===== src/rtl/tct_pkg.sv =====
package tct_pkg;
  parameter int DATA_W   = 32;
  parameter int PRE_W    = 12;
  parameter int STEP_W   = 8;
  parameter int STEP_LSB = 16;
  localparam int CNT_W   = 2 * DATA_W;

  // word addresses (byte offset / 4)
  localparam int OFF_CTRL  = 'h00;
  localparam int OFF_CFG   = 'h40;
  localparam int OFF_CNTLO = 'h41;
  localparam int OFF_CNTHI = 'h42;
  localparam int OFF_CMPLO = 'h43;
  localparam int OFF_CMPHI = 'h44;
  localparam int OFF_IEN   = 'h45;
  localparam int OFF_IST   = 'h46;
  localparam int OFF_TEST  = 'h47;

  typedef struct packed {
    logic              active;
    logic [PRE_W-1:0]  prescale;
    logic [STEP_W-1:0] step;
    logic              enable;
    logic              wrCntLo;
    logic              wrCntHi;
    logic              wrCmpLo;
    logic              wrCmpHi;
    logic              clrState;
    logic              setTest;
    logic [DATA_W-1:0] wdata;
  } strobes_t;
endpackage


===== src/rtl/tct_ctrl.sv =====
module tct_ctrl
  import tct_pkg::*;
#(
  parameter int ADDR_W = 8
) (
  input  logic              clk,
  input  logic              rstN,
  input  logic              regWe,
  input  logic [ADDR_W-1:0] regAddr,
  input  logic [DATA_W-1:0] regWdata,
  input  logic [CNT_W-1:0]  cntVal,
  input  logic [CNT_W-1:0]  cmpVal,
  input  logic              stateBit,
  output strobes_t          strb,
  output logic [DATA_W-1:0] regRdata
);
  logic              activeQ;
  logic [PRE_W-1:0]  prescaleQ;
  logic [STEP_W-1:0] stepQ;
  logic              enableQ;

  logic selCtrl, selCfg, selCntLo, selCntHi, selCmpLo, selCmpHi;
  logic selIen, selIst, selTest;

  always_comb begin
    selCtrl  = (regAddr == ADDR_W'(OFF_CTRL));
    selCfg   = (regAddr == ADDR_W'(OFF_CFG));
    selCntLo = (regAddr == ADDR_W'(OFF_CNTLO));
    selCntHi = (regAddr == ADDR_W'(OFF_CNTHI));
    selCmpLo = (regAddr == ADDR_W'(OFF_CMPLO));
    selCmpHi = (regAddr == ADDR_W'(OFF_CMPHI));
    selIen   = (regAddr == ADDR_W'(OFF_IEN));
    selIst   = (regAddr == ADDR_W'(OFF_IST));
    selTest  = (regAddr == ADDR_W'(OFF_TEST));
  end

  always_ff @(posedge clk or negedge rstN) begin
    if (!rstN) begin
      activeQ   <= 1'b0;
      prescaleQ <= '0;
      stepQ     <= '0;
      enableQ   <= 1'b0;
    end else if (regWe) begin
      if (selCtrl) activeQ <= regWdata[0];
      if (selCfg) begin
        prescaleQ <= regWdata[PRE_W-1:0];
        stepQ     <= regWdata[STEP_LSB +: STEP_W];
      end
      if (selIen) enableQ <= regWdata[0];
    end
  end

  always_comb begin
    strb.active   = activeQ;
    strb.prescale = prescaleQ;
    strb.step     = stepQ;
    strb.enable   = enableQ;
    strb.wrCntLo  = regWe && selCntLo;
    strb.wrCntHi  = regWe && selCntHi;
    strb.wrCmpLo  = regWe && selCmpLo;
    strb.wrCmpHi  = regWe && selCmpHi;
    strb.clrState = regWe && selIst && regWdata[0];
    strb.setTest  = regWe && selTest && regWdata[0];
    strb.wdata    = regWdata;
  end

  always_comb begin
    regRdata = '0;
    unique case (1'b1)
      selCtrl:  regRdata[0] = activeQ;
      selCfg: begin
        regRdata[PRE_W-1:0]         = prescaleQ;
        regRdata[STEP_LSB +: STEP_W] = stepQ;
      end
      selCntLo: regRdata = cntVal[DATA_W-1:0];
      selCntHi: regRdata = cntVal[CNT_W-1:DATA_W];
      selCmpLo: regRdata = cmpVal[DATA_W-1:0];
      selCmpHi: regRdata = cmpVal[CNT_W-1:DATA_W];
      selIen:   regRdata[0] = enableQ;
      selIst:   regRdata[0] = stateBit;
      default:  regRdata = '0;
    endcase
  end
endmodule


===== src/rtl/tct_datapath.sv =====
module tct_datapath
  import tct_pkg::*;
(
  input  logic             clk,
  input  logic             rstN,
  input  strobes_t         strb,
  output logic [CNT_W-1:0] cntVal,
  output logic [CNT_W-1:0] cmpVal,
  output logic             expired,
  output logic             stateBit
);
  logic [PRE_W-1:0] preCnt;
  logic             tick;
  logic             hit;

  assign tick = strb.active && (preCnt >= strb.prescale);
  assign hit  = (cmpVal <= cntVal);

  always_ff @(posedge clk or negedge rstN) begin
    if (!rstN) begin
      preCnt <= '0;
    end else if (strb.active) begin
      preCnt <= tick ? '0 : preCnt + 1'b1;
    end
  end

  always_ff @(posedge clk or negedge rstN) begin
    if (!rstN) begin
      cntVal <= '0;
    end else if (strb.wrCntLo) begin
      cntVal <= {cntVal[CNT_W-1:DATA_W], strb.wdata};
    end else if (strb.wrCntHi) begin
      cntVal <= {strb.wdata, cntVal[DATA_W-1:0]};
    end else if (tick) begin
      cntVal <= cntVal + CNT_W'(strb.step);
    end
  end

  always_ff @(posedge clk or negedge rstN) begin
    if (!rstN) begin
      cmpVal <= '1;
    end else if (strb.wrCmpLo) begin
      cmpVal <= {cmpVal[CNT_W-1:DATA_W], strb.wdata};
    end else if (strb.wrCmpHi) begin
      cmpVal <= {strb.wdata, cmpVal[DATA_W-1:0]};
    end
  end

  always_ff @(posedge clk or negedge rstN) begin
    if (!rstN) begin
      expired <= 1'b0;
    end else if (strb.active) begin
      expired <= hit;
    end
  end

  // priority: test set, hardware set, software clear, evaluation clear
  always_ff @(posedge clk or negedge rstN) begin
    if (!rstN) begin
      stateBit <= 1'b0;
    end else if (strb.setTest) begin
      stateBit <= 1'b1;
    end else if (strb.active && hit && strb.enable) begin
      stateBit <= 1'b1;
    end else if (strb.clrState) begin
      stateBit <= 1'b0;
    end else if (strb.active && !hit) begin
      stateBit <= 1'b0;
    end
  end
endmodule


===== src/rtl/tct_timer.sv =====
module tct_timer
  import tct_pkg::*;
#(
  parameter int ADDR_W = 8
) (
  input  logic              clk,
  input  logic              rstN,
  input  logic              regWe,
  input  logic [ADDR_W-1:0] regAddr,
  input  logic [DATA_W-1:0] regWdata,
  output logic [DATA_W-1:0] regRdata,
  output logic              timerPending,
  output logic              irqOut
);
  strobes_t         strb;
  logic [CNT_W-1:0] cntVal;
  logic [CNT_W-1:0] cmpVal;
  logic             stateBit;

  tct_ctrl #(.ADDR_W(ADDR_W)) u_ctrl (
    .clk(clk), .rstN(rstN), .regWe(regWe), .regAddr(regAddr),
    .regWdata(regWdata), .cntVal(cntVal), .cmpVal(cmpVal),
    .stateBit(stateBit), .strb(strb), .regRdata(regRdata)
  );

  tct_datapath u_dp (
    .clk(clk), .rstN(rstN), .strb(strb), .cntVal(cntVal),
    .cmpVal(cmpVal), .expired(timerPending), .stateBit(stateBit)
  );

  assign irqOut = stateBit && strb.enable;
endmodule


===== config.mk =====
export PLATFORM = sky130hd
export DESIGN_NAME = tct_timer
export DESIGN_NICKNAME = d
export VERILOG_FILES = /design/src/rtl/tct_pkg.sv /design/src/rtl/tct_ctrl.sv /design/src/rtl/tct_datapath.sv /design/src/rtl/tct_timer.sv
export SDC_FILE = /design/constraint.sdc
export NUM_CORES = 1
export LEC_CHECK = 0
export BUFFER_PORTS_ARGS = -buffer_cell sky130_fd_sc_hd__buf_2
export CAP_MARGIN = 30
export CORE_ASPECT_RATIO = 1.2
export CORE_MARGIN = 2
export CORE_UTILIZATION = 45
export DETAILED_ROUTE_END_ITERATION = 10
export HOLD_SLACK_MARGIN = 0.12
export PLACE_DENSITY = 0.62
export SKIP_LAST_GASP = 1
export SLEW_MARGIN = 20
export SYNTH_ARGS = -nofsm -noshare
export SYNTH_HDL_FRONTEND = slang
export SYNTH_SLANG_ARGS = --single-unit
export TNS_END_PERCENT = 20

===== constraint.sdc =====
create_clock -name clk -period 3 [get_ports clk]
set_input_delay 0.45 -clock clk [delete_from_list [all_inputs] [get_ports clk]]
set_output_delay 0.45 -clock clk [all_outputs]
set_load 0.005 [all_outputs]

==> flow_summary_export.csv, run 1 <==
group,metric,value,unit
critical_path,reg2reg_slack,0.12,ns
sta,worstMarginPinSlew,0.764,ns
critical_path,rr_worst_depth,9,
critical_path,cpPeakStageDelay,0.44,ns
global_route,grt_usage,26.1,%
synth,yosysWarnings,0,
floorplanning,design.die.area,25000,um2
job,cap_violations,0,
critical_path,endpoint_kind,"flop",
critical_path,critPathSlowestCell,"a211oi_2",
synth,synth_edf_count,0,
status,outcome,"completed",
clock_tree,root_buffer,"clkbuf_16",
pwr,power_density,453,nW/um2
clock_tree,cts_buffers,17,
pwr,ir_worst_vdd,0.395,mV
synth,synthFlopType,"dfrtp_1",
critical_path,path_delay_family,"compound AO/OA/AOI/OAI gates",
detailed_routing,num_vias,8976,
detailed_routing,viasPerCell,5.79,
synth,synth_cell_types,69,
finish,drive_gt1_share,29.4,%
clock_tree,cts_tree,"done",
floorplanning,die_h,173,um
detailed_routing,drc,0,
placement,pre_cts_ws,0.0492,ns
detailed_routing,wl,31400,um
detailed_routing,drt_iter0_markers,478,
critical_path,cp.depth,9,
floorplanning,coreArea,23300,um2
finish,n_antenna_cell,0,
synth,synth.net_count,1228,
sta,fin_tns_setup,0,ns
sta,finalCritPeriodShare,96.1,%
critical_path,critPathLaunch,"u_dp.preCnt[7]",
synth,async_flop_share,100,%
sta,rsz0062_at_grt,"yes",
global_route,overflow,0,
sta,finClkSkew,0.00909,ns
critical_path,crit_buf_inv,1,
clock_tree,cts_max_path_buffers,2,
clock_tree,cts.sinks,164,
critical_path,critPathLaunchType,"flop",
finish,layoutNonFillerInstCount,1551,
clock_tree,clk_pin_slew_worst_paths,0.07,ns
synth,synth-seq-cells,164,
sta,setup_viol,0,
critical_path,endpoint,"u_dp.cntVal[27]",
finish,final_nets,1352,
floorplanning,fp-row-count,61,
synth,syn_area_per_cell,9.72,um2
critical_path,cp.required,3.28,ns
global_route,grt_pass1_vias,9143,
sta,slew_viol_final,0,
sta,fmax,347,MHz
global_route,grt_pass1_wl,50000,um
sta,finalHoldViolCount,0,
critical_path,critPathMaxFanout,5,
placement,place_inst,1518,
critical_path,r2r-start,"u_dp.preCnt[7]",
synth,syn_area,10700,um2
synth,synthesis.instances,1099,
critical_path,path_cells,"ha_1 -> nand4_1 -> o311a_1 -> a211oi_2 -> nand3_1 -> buf_4 -> nor4_1 -> xnor2_1 -> a21oi_1",
pwr,power.static_leakage,5.60,nW
critical_path,crit_arrival,3.17,ns
clock_tree,worstSkewPairLatency,0.43,ns
placement,routabilityCongestion,0.950,
hold_path,min_path_type,"input port to flop",
detailed_routing,drt-pass1-iter-count,5,
finish,syn2layout_area_growth,16.6,%
clock_tree,htreeDepth,4,
detailed_routing,wire_per_inst,20.3,um
global_route,grt_max_degree,86,
sta,min_period,2.88,ns
critical_path,crit_type,"flop to flop",
placement,io_buffers,76,
critical_path,r2r-end,"u_dp.cntVal[27]",
floorplanning,ios,77,
floorplanning,initial_core_util,45.9,%
detailed_routing,antenna_left,0,
synth,ys_seq_area_share,39.2,%
placement,dpl.hpwl,23700,um
floorplanning,die_x,145,um
pwr,p_total,5.64,mW
sta,relSlewSlack,48.9,%
global_route,antenna_found_initial,0,
sta,post-route-worst-setup-slack,0.118,ns
clock_tree,post_cts_buffers,0,
## per-stage QoR
stage          instance area [um2]  util (%)  hold slack (ns)
6_report                     12500      53.5            0.284
2_1_floorplan                10700         -            0.154
3_5_place_dp                 11900      51.0            0.350
5_1_grt                      12500      53.5            0.298
3_3_place_gp                 11900      51.0            0.348
4_1_cts                      12400      53.4            0.270
## how the worst min path moves through the flow
stage               cells after the start               to    startpoint  slack, ns
global placement                        1  u_dp.cntVal[33]          rstN       0.35
floorplan                               0   u_ctrl.activeQ          rstN       0.15
global route                            3  u_dp.cntVal[44]  regWdata[12]       0.30
detailed placement                      1  u_dp.cntVal[33]          rstN       0.35
finish                                  3  u_dp.cntVal[56]  regWdata[24]       0.28
CTS                                     3  u_dp.cntVal[56]  regWdata[24]       0.27
## worst register-to-register path, stage by stage (launching register included)
cell and delay [ns]:
dfrtp_1 0.43, ha_1 0.34, nand4_1 0.12, o311a_1 0.37
a211oi_2 0.44, nand3_1 0.27, buf_4 0.23, nor4_1 0.29
xnor2_1 0.16, a21oi_1 0.08
## synth_stat cells (all sizes together), types with 3 or more instances
| cell type | number | share of area (%) |
|---|---|---|
| buf | 18 | 0.87 |
| mux2 | 87 | 9.2 |
| mux2i | 5 | 0.47 |
| a22o | 19 | 1.6 |
| dfrtp | 100 | 23 |
| a22oi | 14 | 0.98 |
| nor2b | 6 | 0.35 |
| a221o | 23 | 2.2 |
| xnor2 | 55 | 4.5 |
| a2111oi | 3 | 0.25 |
| nand2b | 3 | 0.18 |
| clkbuf | 31 | 1.2 |
| a21oi | 79 | 3.7 |
| dfstp | 64 | 16 |
| a211oi | 6 | 0.52 |
| inv | 83 | 2.9 |
| nand4 | 30 | 2.0 |
| o21ai | 50 | 2.3 |
| nor2 | 101 | 3.6 |
| a21o | 9 | 0.63 |
| nor3b | 4 | 0.33 |
| and3 | 11 | 0.64 |
| or4 | 4 | 0.32 |
| nor4 | 18 | 1.2 |
| nand3 | 33 | 1.8 |
| xor2 | 8 | 0.66 |
| nand2 | 78 | 2.7 |
| and2 | 5 | 0.29 |
| a31oi | 5 | 0.29 |
| and4 | 4 | 0.33 |
| o2bb2ai | 3 | 0.25 |
| mux4 | 7 | 1.5 |
| nor3 | 23 | 1.2 |
| ha | 85 | 10 |
## cell families (layout without fill, tap and decap cells)
family / Yosys count / in the layout / synth area share (%)
buf+inv: 132 / 269 / 4.96
simple gates: 326 / 326 / 15.4
fa+ha+maj: 86 / 86 / 10.1
mux: 99 / 99 / 11.1
xor+xnor: 63 / 63 / 5.16
compound gates: 229 / 229 / 14.1
flops: 164 / 164 / 39.2
## repair_timing
item / 4_1_cts / 5_1_grt
gates resized for setup: 0 / 6
hold endpoints to repair: 13 / 0
setup endpoints to repair: 0 / 26
hold buffers: 1 / 0
## metal layers
| layer | part of all wire (%) | vias to the layer above | GRT usage (%) |
|---|---|---|---|
| met5 | 0 | - | 0 |
| met4 | 4.0 | 0 | 10.8 |
| met3 | 4.8 | 75 | 4.51 |
| met2 | 50 | 268 | 44.2 |
| met1 | 42 | 4415 | 32.6 |
| li1 | - | 4218 | - |
## area by class of cell
class,instances,area [um2]
timing repair buffer,154,1010
sequential,164,4180
fill,2183,10800
tap,315,394
inverter,83,312
clock buffer,22,454
clock inverter,10,86.3
multi-input combinational,803,6010
## sequential cells by signal (all words and copies together), names as in the netlist
register          flops
u_ctrl.stepQ          8
u_dp.preCnt          12
u_dp.cmpVal          64
u_ctrl.prescaleQ     12
u_dp.expired          1
u_ctrl.activeQ        1
u_dp.stateBit         1
u_ctrl.enableQ        1
u_dp.cntVal          64
## power breakdown
group          switching [mW]  leakage (nW)  total (mW)  internal, mW
clock                   0.922         0.260        2.08          1.16
combinational           0.573          3.40        1.01         0.439
sequential              0.153          1.94        2.55          2.40
## layout by cell type (no fill, tap or decap), types with 9 or more instances in the layout
cell type / synthesis / final
a22o_1: 19 / 19
xnor2_1: 55 / 55
buf_4: 2 / 74
dfrtp_1: 100 / 100
buf_2: 8 / 75
nand4_1: 27 / 27
nor2_1: 100 / 100
a21oi_1: 79 / 79
nor3_1: 22 / 21
ha_1: 85 / 84
clkbuf_16: 0 / 17
a22oi_1: 14 / 14
inv_1: 83 / 83
nand3_1: 30 / 30
a21o_1: 9 / 9
dfstp_2: 64 / 64
o21ai_0: 46 / 46
and3_1: 11 / 11
mux2_2: 87 / 87
a221o_1: 23 / 23
nand2_1: 78 / 78
nor4_1: 16 / 14
No activity file was read; power rests on OpenSTA's default activity.
==> inputs of run 2 (changes only) <==
--- a/config.mk
+++ b/config.mk
@@ -6,13 +6,13 @@
 export NUM_CORES = 1
 export LEC_CHECK = 0
 export BUFFER_PORTS_ARGS = -buffer_cell sky130_fd_sc_hd__buf_2
-export CAP_MARGIN = 30
+export CAP_MARGIN = 15
 export CORE_ASPECT_RATIO = 1.2
 export CORE_MARGIN = 2
-export CORE_UTILIZATION = 45
+export CORE_UTILIZATION = 35
 export DETAILED_ROUTE_END_ITERATION = 10
 export HOLD_SLACK_MARGIN = 0.12
-export PLACE_DENSITY = 0.62
+export PLACE_DENSITY = 0.51
 export SKIP_LAST_GASP = 1
 export SLEW_MARGIN = 20
 export SYNTH_ARGS = -nofsm -noshare
==> flow_summary_export.csv, run 2 (synthesis gave the netlist of run 1 again) <==
group,metric,value,unit
sta,min_period,2.90,ns
sta,finalHoldViolCount,0,
sta,worstMarginPinSlew,0.762,ns
floorplanning,die_x,164,um
critical_path,endpoint_kind,"primary output",
global_route,grt_pass1_wl,51800,um
finish,multiInputGateArea,6020,um2
global_route,use_met1,26.5,%
critical_path,cpPeakStageDelay,0.60,ns
pwr,p_total,5.80,mW
floorplanning,fp-row-count,70,
detailed_routing,drt-pass1-iter-count,5,
clock_tree,cts_buffers,17,
clock_tree,clk_pin_slew_worst_paths,0.07,ns
critical_path,path_cells,"buf_2 -> or4_1 -> nor3b_2 -> buf_12 -> and3_1 -> buf_12 -> a22o_1 -> a221o_1 -> buf_2",
floorplanning,initial_core_util,35.3,%
placement,pre_cts_ws,-0.0804,ns
global_route,grt_max_degree,68,
floorplanning,die_h,195,um
global_route,grt_usage,21.5,%
critical_path,critPathMaxFanout,14,
job,cap_violations,0,
clock_tree,worstSkewPairLatency,0.45,ns
placement,routabilityCongestion,0.827,
clock_tree,root_buffer,"clkbuf_16",
finish,syn2layout_area_growth,18.7,%
finish,regArea,4180,um2
pwr,pwr-share-seq,43.9,%
status,outcome,"completed",
critical_path,cp.required,2.55,ns
finish,nFillCells,3081,
detailed_routing,num_vias,8714,
detailed_routing,viasPerCell,5.34,
placement,io_buffers,76,
floorplanning,design.die.area,31900,um2
sta,relSlewSlack,49.2,%
critical_path,critPathLaunchType,"input port",
pwr,pwr-share-comb,17.4,%
clock_tree,cts_max_path_buffers,2,
finish,design_area,12700,um2
sta,setup_viol,0,
sta,finClkSkew,0.0154,ns
sta,finalCritPeriodShare,96.8,%
pwr,power_density,458,nW/um2
global_route,antenna_found_initial,0,
global_route,overflow,0,
critical_path,critPathSlowestCell,"or4_1",
critical_path,crit_arrival,2.45,ns
detailed_routing,drc,0,
sta,slew_viol_final,0,
pwr,power.static_leakage,5.66,nW
detailed_routing,antenna_left,0,
global_route,grt_pass1_vias,8958,
sta,fin_tns_setup,0,ns
floorplanning,ios,77,
sta,rsz0062_at_grt,"yes",
finish,n_antenna_cell,0,
pwr,p_clk_share,38.8,%
critical_path,crit_type,"input port to primary output",
clock_tree,cts.sinks,164,
pwr,switching_share,29.4,%
sta,post-route-worst-setup-slack,0.0957,ns
clock_tree,htreeDepth,4,
finish,final_cell_mix,"100 x nor2_1, 100 x dfrtp_1, 87 x mux2_2",
detailed_routing,drt_iter0_markers,500,
hold_path,min_path_type,"input port to flop",
global_route,busiest_layer,"met2",
detailed_routing,wl,33200,um
pwr,p_int,4.10,mW
sta,fmax,344,MHz
floorplanning,coreArea,30300,um2
pwr,ir_worst_vdd,0.313,mV
global_route,grt.met2_usage,38.3,%
global_route,use_met3,3.04,%
detailed_routing,wire_per_inst,20.3,um
finish,top_regs,"u_dp.cmpVal (64), u_dp.cntVal (64)",
finish,drive_gt1_share,29.5,%
finish,final_nets,1352,
clock_tree,cts_tree,"done",
pwr,p_switching,1.71,mW
placement,dpl.hpwl,25100,um
placement,placed_cell_area,12000,um2
-- run 2: changes by cell type in the layout (fill, tap and decap cells not counted), moves of 3 or more --
cell / change
buf_12: +5
buf_4: -5
clkbuf_1: -3
clkinv_2: -4
clkinv_4: +3
inv_6: +4
-- run 2: stage by stage --
step                      std cells  hold slack, ns  utilization (%)
after floorplan                1099           0.154                -
after CTS                      1631           0.253             41.7
after detailed placement       1598           0.483             39.7
after global placement         1598           0.471             39.7
final                          1632           0.271             41.8
after global routing           1632           0.285             41.8
-- run 2: timing repair --
item,4_1_cts,5_1_grt
pin swaps,0,2
hold endpoints to repair,42,0
gates resized for setup,1,6
setup buffers,0,1
hold buffers,1,0
setup endpoints to repair,6,28
-- run 2: worst paths after layout --
check	slack, ns	start	cells after the start	to
max	0.1	regAddr[5]	9	regRdata[15]
max in group asynchronous	1.60	rstN	3	u_dp.cmpVal[14]
min reg2reg	0.49	u_dp.expired	2	u_dp.expired
min	0.27	regWdata[24]	3	u_dp.cntVal[56]
min in group asynchronous	0.59	rstN	2	u_dp.cntVal[33]
max reg2reg	0.16	u_ctrl.prescaleQ[6]	11	u_dp.cntVal[1]
-- run 2: cell type report --
cell class	count	area share [%]
clock buffer	19	3.49
clock inverter	13	1.18
inverter	83	2.46
multi-input combinational	803	47.5
sequential	164	33.0
tap	396	3.91
timing repair buffer	154	8.47
-- run 2: power by group through the flow --
stage	sequential (mW)	combinational, mW	clock (mW)
after floorplan	2.54	0.602	0
after global placement	2.58	0.992	0
after detailed placement	2.58	1.00	0
after CTS	2.55	1.01	2.31
after global routing	2.57	1.13	2.40
final	2.55	1.01	2.25
-- run 2: per-layer routing --
| layer | up-vias | share of wire, % |
|---|---|---|
| met4 | 0 | 2.8 |
| met1 | 4279 | 43 |
| li1 | 4220 | - |
| met5 | - | 0 |
| met3 | 49 | 2.6 |
| met2 | 166 | 51 |
-- run 2: critical path: cells and delay by family --
kind                   cells  cell delay (ns)
and+or+nand+nor            3             1.08
AOI/OAI and AO/OA          2             0.33
buffers and inverters      4             0.58
==> inputs of run 3 (changes only) <==
--- a/config.mk
+++ b/config.mk
@@ -6,13 +6,13 @@
 export NUM_CORES = 1
 export LEC_CHECK = 0
 export BUFFER_PORTS_ARGS = -buffer_cell sky130_fd_sc_hd__buf_2
-export CAP_MARGIN = 15
+export CAP_MARGIN = 10
 export CORE_ASPECT_RATIO = 1.2
 export CORE_MARGIN = 2
 export CORE_UTILIZATION = 35
 export DETAILED_ROUTE_END_ITERATION = 10
 export HOLD_SLACK_MARGIN = 0.12
-export PLACE_DENSITY = 0.51
+export PLACE_DENSITY = 0.53
 export SKIP_LAST_GASP = 1
 export SLEW_MARGIN = 20
 export SYNTH_ARGS = -nofsm -noshare
==> constraint.sdc (replaced) <==
create_clock -name clk -period 2.6 [get_ports clk]
set_input_delay 0.39 -clock clk [delete_from_list [all_inputs] [get_ports clk]]
set_output_delay 0.39 -clock clk [all_outputs]
set_load 0.005 [all_outputs]
==> flow_summary_export.csv, run 3 (synthesis gave the netlist of run 1 again) <==
group,metric,value,unit
placement,routabilityCongestion,0.878,
placement,place_inst,1713,
clock_tree,root_buffer,"clkbuf_16",
detailed_routing,num_vias,9306,
critical_path,critPathMaxFanout,4,
clock_tree,cts_buffers,17,
finish,drive_gt1_share,39.4,%
clock_tree,htreeDepth,4,
pwr,pwr-share-seq,42.8,%
detailed_routing,drt_iter0_markers,501,
sta,setup_viol,35,
clock_tree,worstSkewPairLatency,0.45,ns
placement,pre_cts_ws,-0.358,ns
clock_tree,cts_tree,"done",
clock_tree,cts.sinks,164,
detailed_routing,wl,34500,um
sta,post-route-worst-setup-slack,-0.124,ns
global_route,antenna_found_initial,0,
detailed_routing,drt-pass1-iter-count,7,
detailed_routing,viasPerCell,5.29,
placement,dpl.hpwl,25900,um
floorplanning,die_h,195,um
sta,min_period,2.72,ns
finish,nFillCells,2974,
pwr,pwr-share-comb,21.3,%
floorplanning,die_x,164,um
pwr,p_switching,2.10,mW
critical_path,crit_type,"flop to flop",
sta,finalHoldViolCount,0,
hold_path,min_path_type,"input port to flop",
floorplanning,ios,77,
finish,final_common_cell,"buf_4",
status,violations,"setup timing",
critical_path,endpoint_kind,"flop",
sta,slew_viol_final,0,
pwr,ir_worst_vdd,0.286,mV
global_route,grt_pass1_wl,54400,um
pwr,switching_share,30.7,%
status,outcome,"finished with violations",
floorplanning,fp-row-count,70,
sta,finalCritPeriodShare,105,%
global_route,grt_max_degree,68,
job,cap_violations,0,
floorplanning,coreArea,30300,um2
placement,io_buffers,76,
detailed_routing,drc,0,
sta,finClkSkew,0.0104,ns
pwr,power.static_leakage,6.39,nW
pwr,p_clk_share,35.9,%
pwr,power_density,489,nW/um2
sta,rsz0062_at_grt,"yes",
clock_tree,cts_max_path_buffers,2,
detailed_routing,wire_per_inst,19.6,um
finish,top_regs,"u_dp.cmpVal (64), u_dp.cntVal (64)",
global_route,grt_pass1_vias,9719,
finish,n_antenna_cell,0,
critical_path,crit_arrival,3.05,ns
global_route,grt_usage,22.4,%
pwr,p_int,4.76,mW
finish,syn2layout_area_growth,31.4,%
sta,fmax,367,MHz
critical_path,critPathLaunchType,"flop",
floorplanning,design.die.area,31900,um2
floorplanning,initial_core_util,35.3,%
finish,final_nets,1478,
clock_tree,clk_pin_slew_worst_paths,0.07,ns
finish,layoutNonFillerInstCount,1758,
critical_path,cp.required,2.92,ns
sta,relSlewSlack,50.2,%
global_route,overflow,0,
finish,final_cell_mix,"184 x buf_4, 100 x dfrtp_1, 98 x nor2_1",
detailed_routing,antenna_left,0,
sta,worstMarginPinSlew,0.747,ns
==> run 3: critical path: stages, from the launching register on <==
cell and delay (ns):
dfrtp_1 0.37, ha_2 0.18, inv_1 0.05, fa_2 0.36, nor2b_4 0.14, o31ai_2 0.08
a21o_1 0.22, nor4_4 0.27, nand4_4 0.20, or4_1 0.50, mux2i_1 0.18, a21oi_1 0.06
==> run 3: layout make-up <==
| class | count | area (um2) | share of cell area (%) |
|---|---|---|---|
| Sequential cell | 164 | 4180 | 29.8 |
| Clock buffer | 18 | 439 | 3.13 |
| Timing Repair Buffer | 280 | 2090 | 14.9 |
| Inverter | 83 | 312 | 2.22 |
| Tap cell | 396 | 495 | 3.53 |
| Clock inverter | 14 | 116 | 0.829 |
| Multi-Input combinational cell | 803 | 6400 | 45.6 |
==> run 3: final timing paths <==
kind,endpoint,slack [ns],cells past startpoint,start
max,u_dp.cntVal[60],-0.12,11,u_ctrl.stepQ[0]
min,u_dp.cntVal[44],0.21,3,regWdata[12]
max reg2reg,u_dp.cntVal[60],-0.12,11,u_ctrl.stepQ[0]
min reg2reg,u_dp.expired,0.49,2,u_dp.expired
max in group asynchronous,u_dp.cmpVal[52],1.31,3,rstN
min in group asynchronous,u_dp.stateBit,0.52,2,rstN
==> run 3: layer usage <==
| layer | vias up | GRT usage, % | routed length [um] |
|---|---|---|---|
| met5 | - | 0 | 0 |
| met4 | 0 | 9.68 | 1350 |
| met2 | 185 | 39.3 | 17700 |
| li1 | 4474 | - | - |
| met3 | 63 | 3.29 | 1060 |
| met1 | 4584 | 27.2 | 14300 |
==> run 3: through the flow <==
stage                     util [%]  TNS [ns]  power, mW  hold WS, ns  instance area (um2)
after floorplan                  -   -0.0471       3.63       0.0944                10700
after global placement        42.7     -6.23       4.30        0.439                13000
after detailed placement      42.7     -8.42       4.32        0.436                13000
after CTS                     45.0     -3.67       6.83        0.218                13700
after global routing          46.3     -9.05       7.21        0.243                14000
final                         46.3     -1.91       6.86        0.214                14000
==> run 3: power groups by stage <==
stage | combinational [mW] | sequential (mW) | clock, mW
final | 1.46 | 2.94 | 2.47
after global routing | 1.63 | 2.96 | 2.62
after CTS | 1.38 | 2.92 | 2.53
after detailed placement | 1.35 | 2.96 | 0
after global placement | 1.33 | 2.96 | 0
after floorplan | 0.695 | 2.93 | 0
==> run 3: what timing repair did <==
item | CTS | global route
resized for setup | 24 | 54
pin swaps | 11 | 31
hold buffers | 1 | 0
hold endpoints to repair | 29 | 0
buffers inserted | 4 | 8
endpoints found under the setup margin | 79 | 88
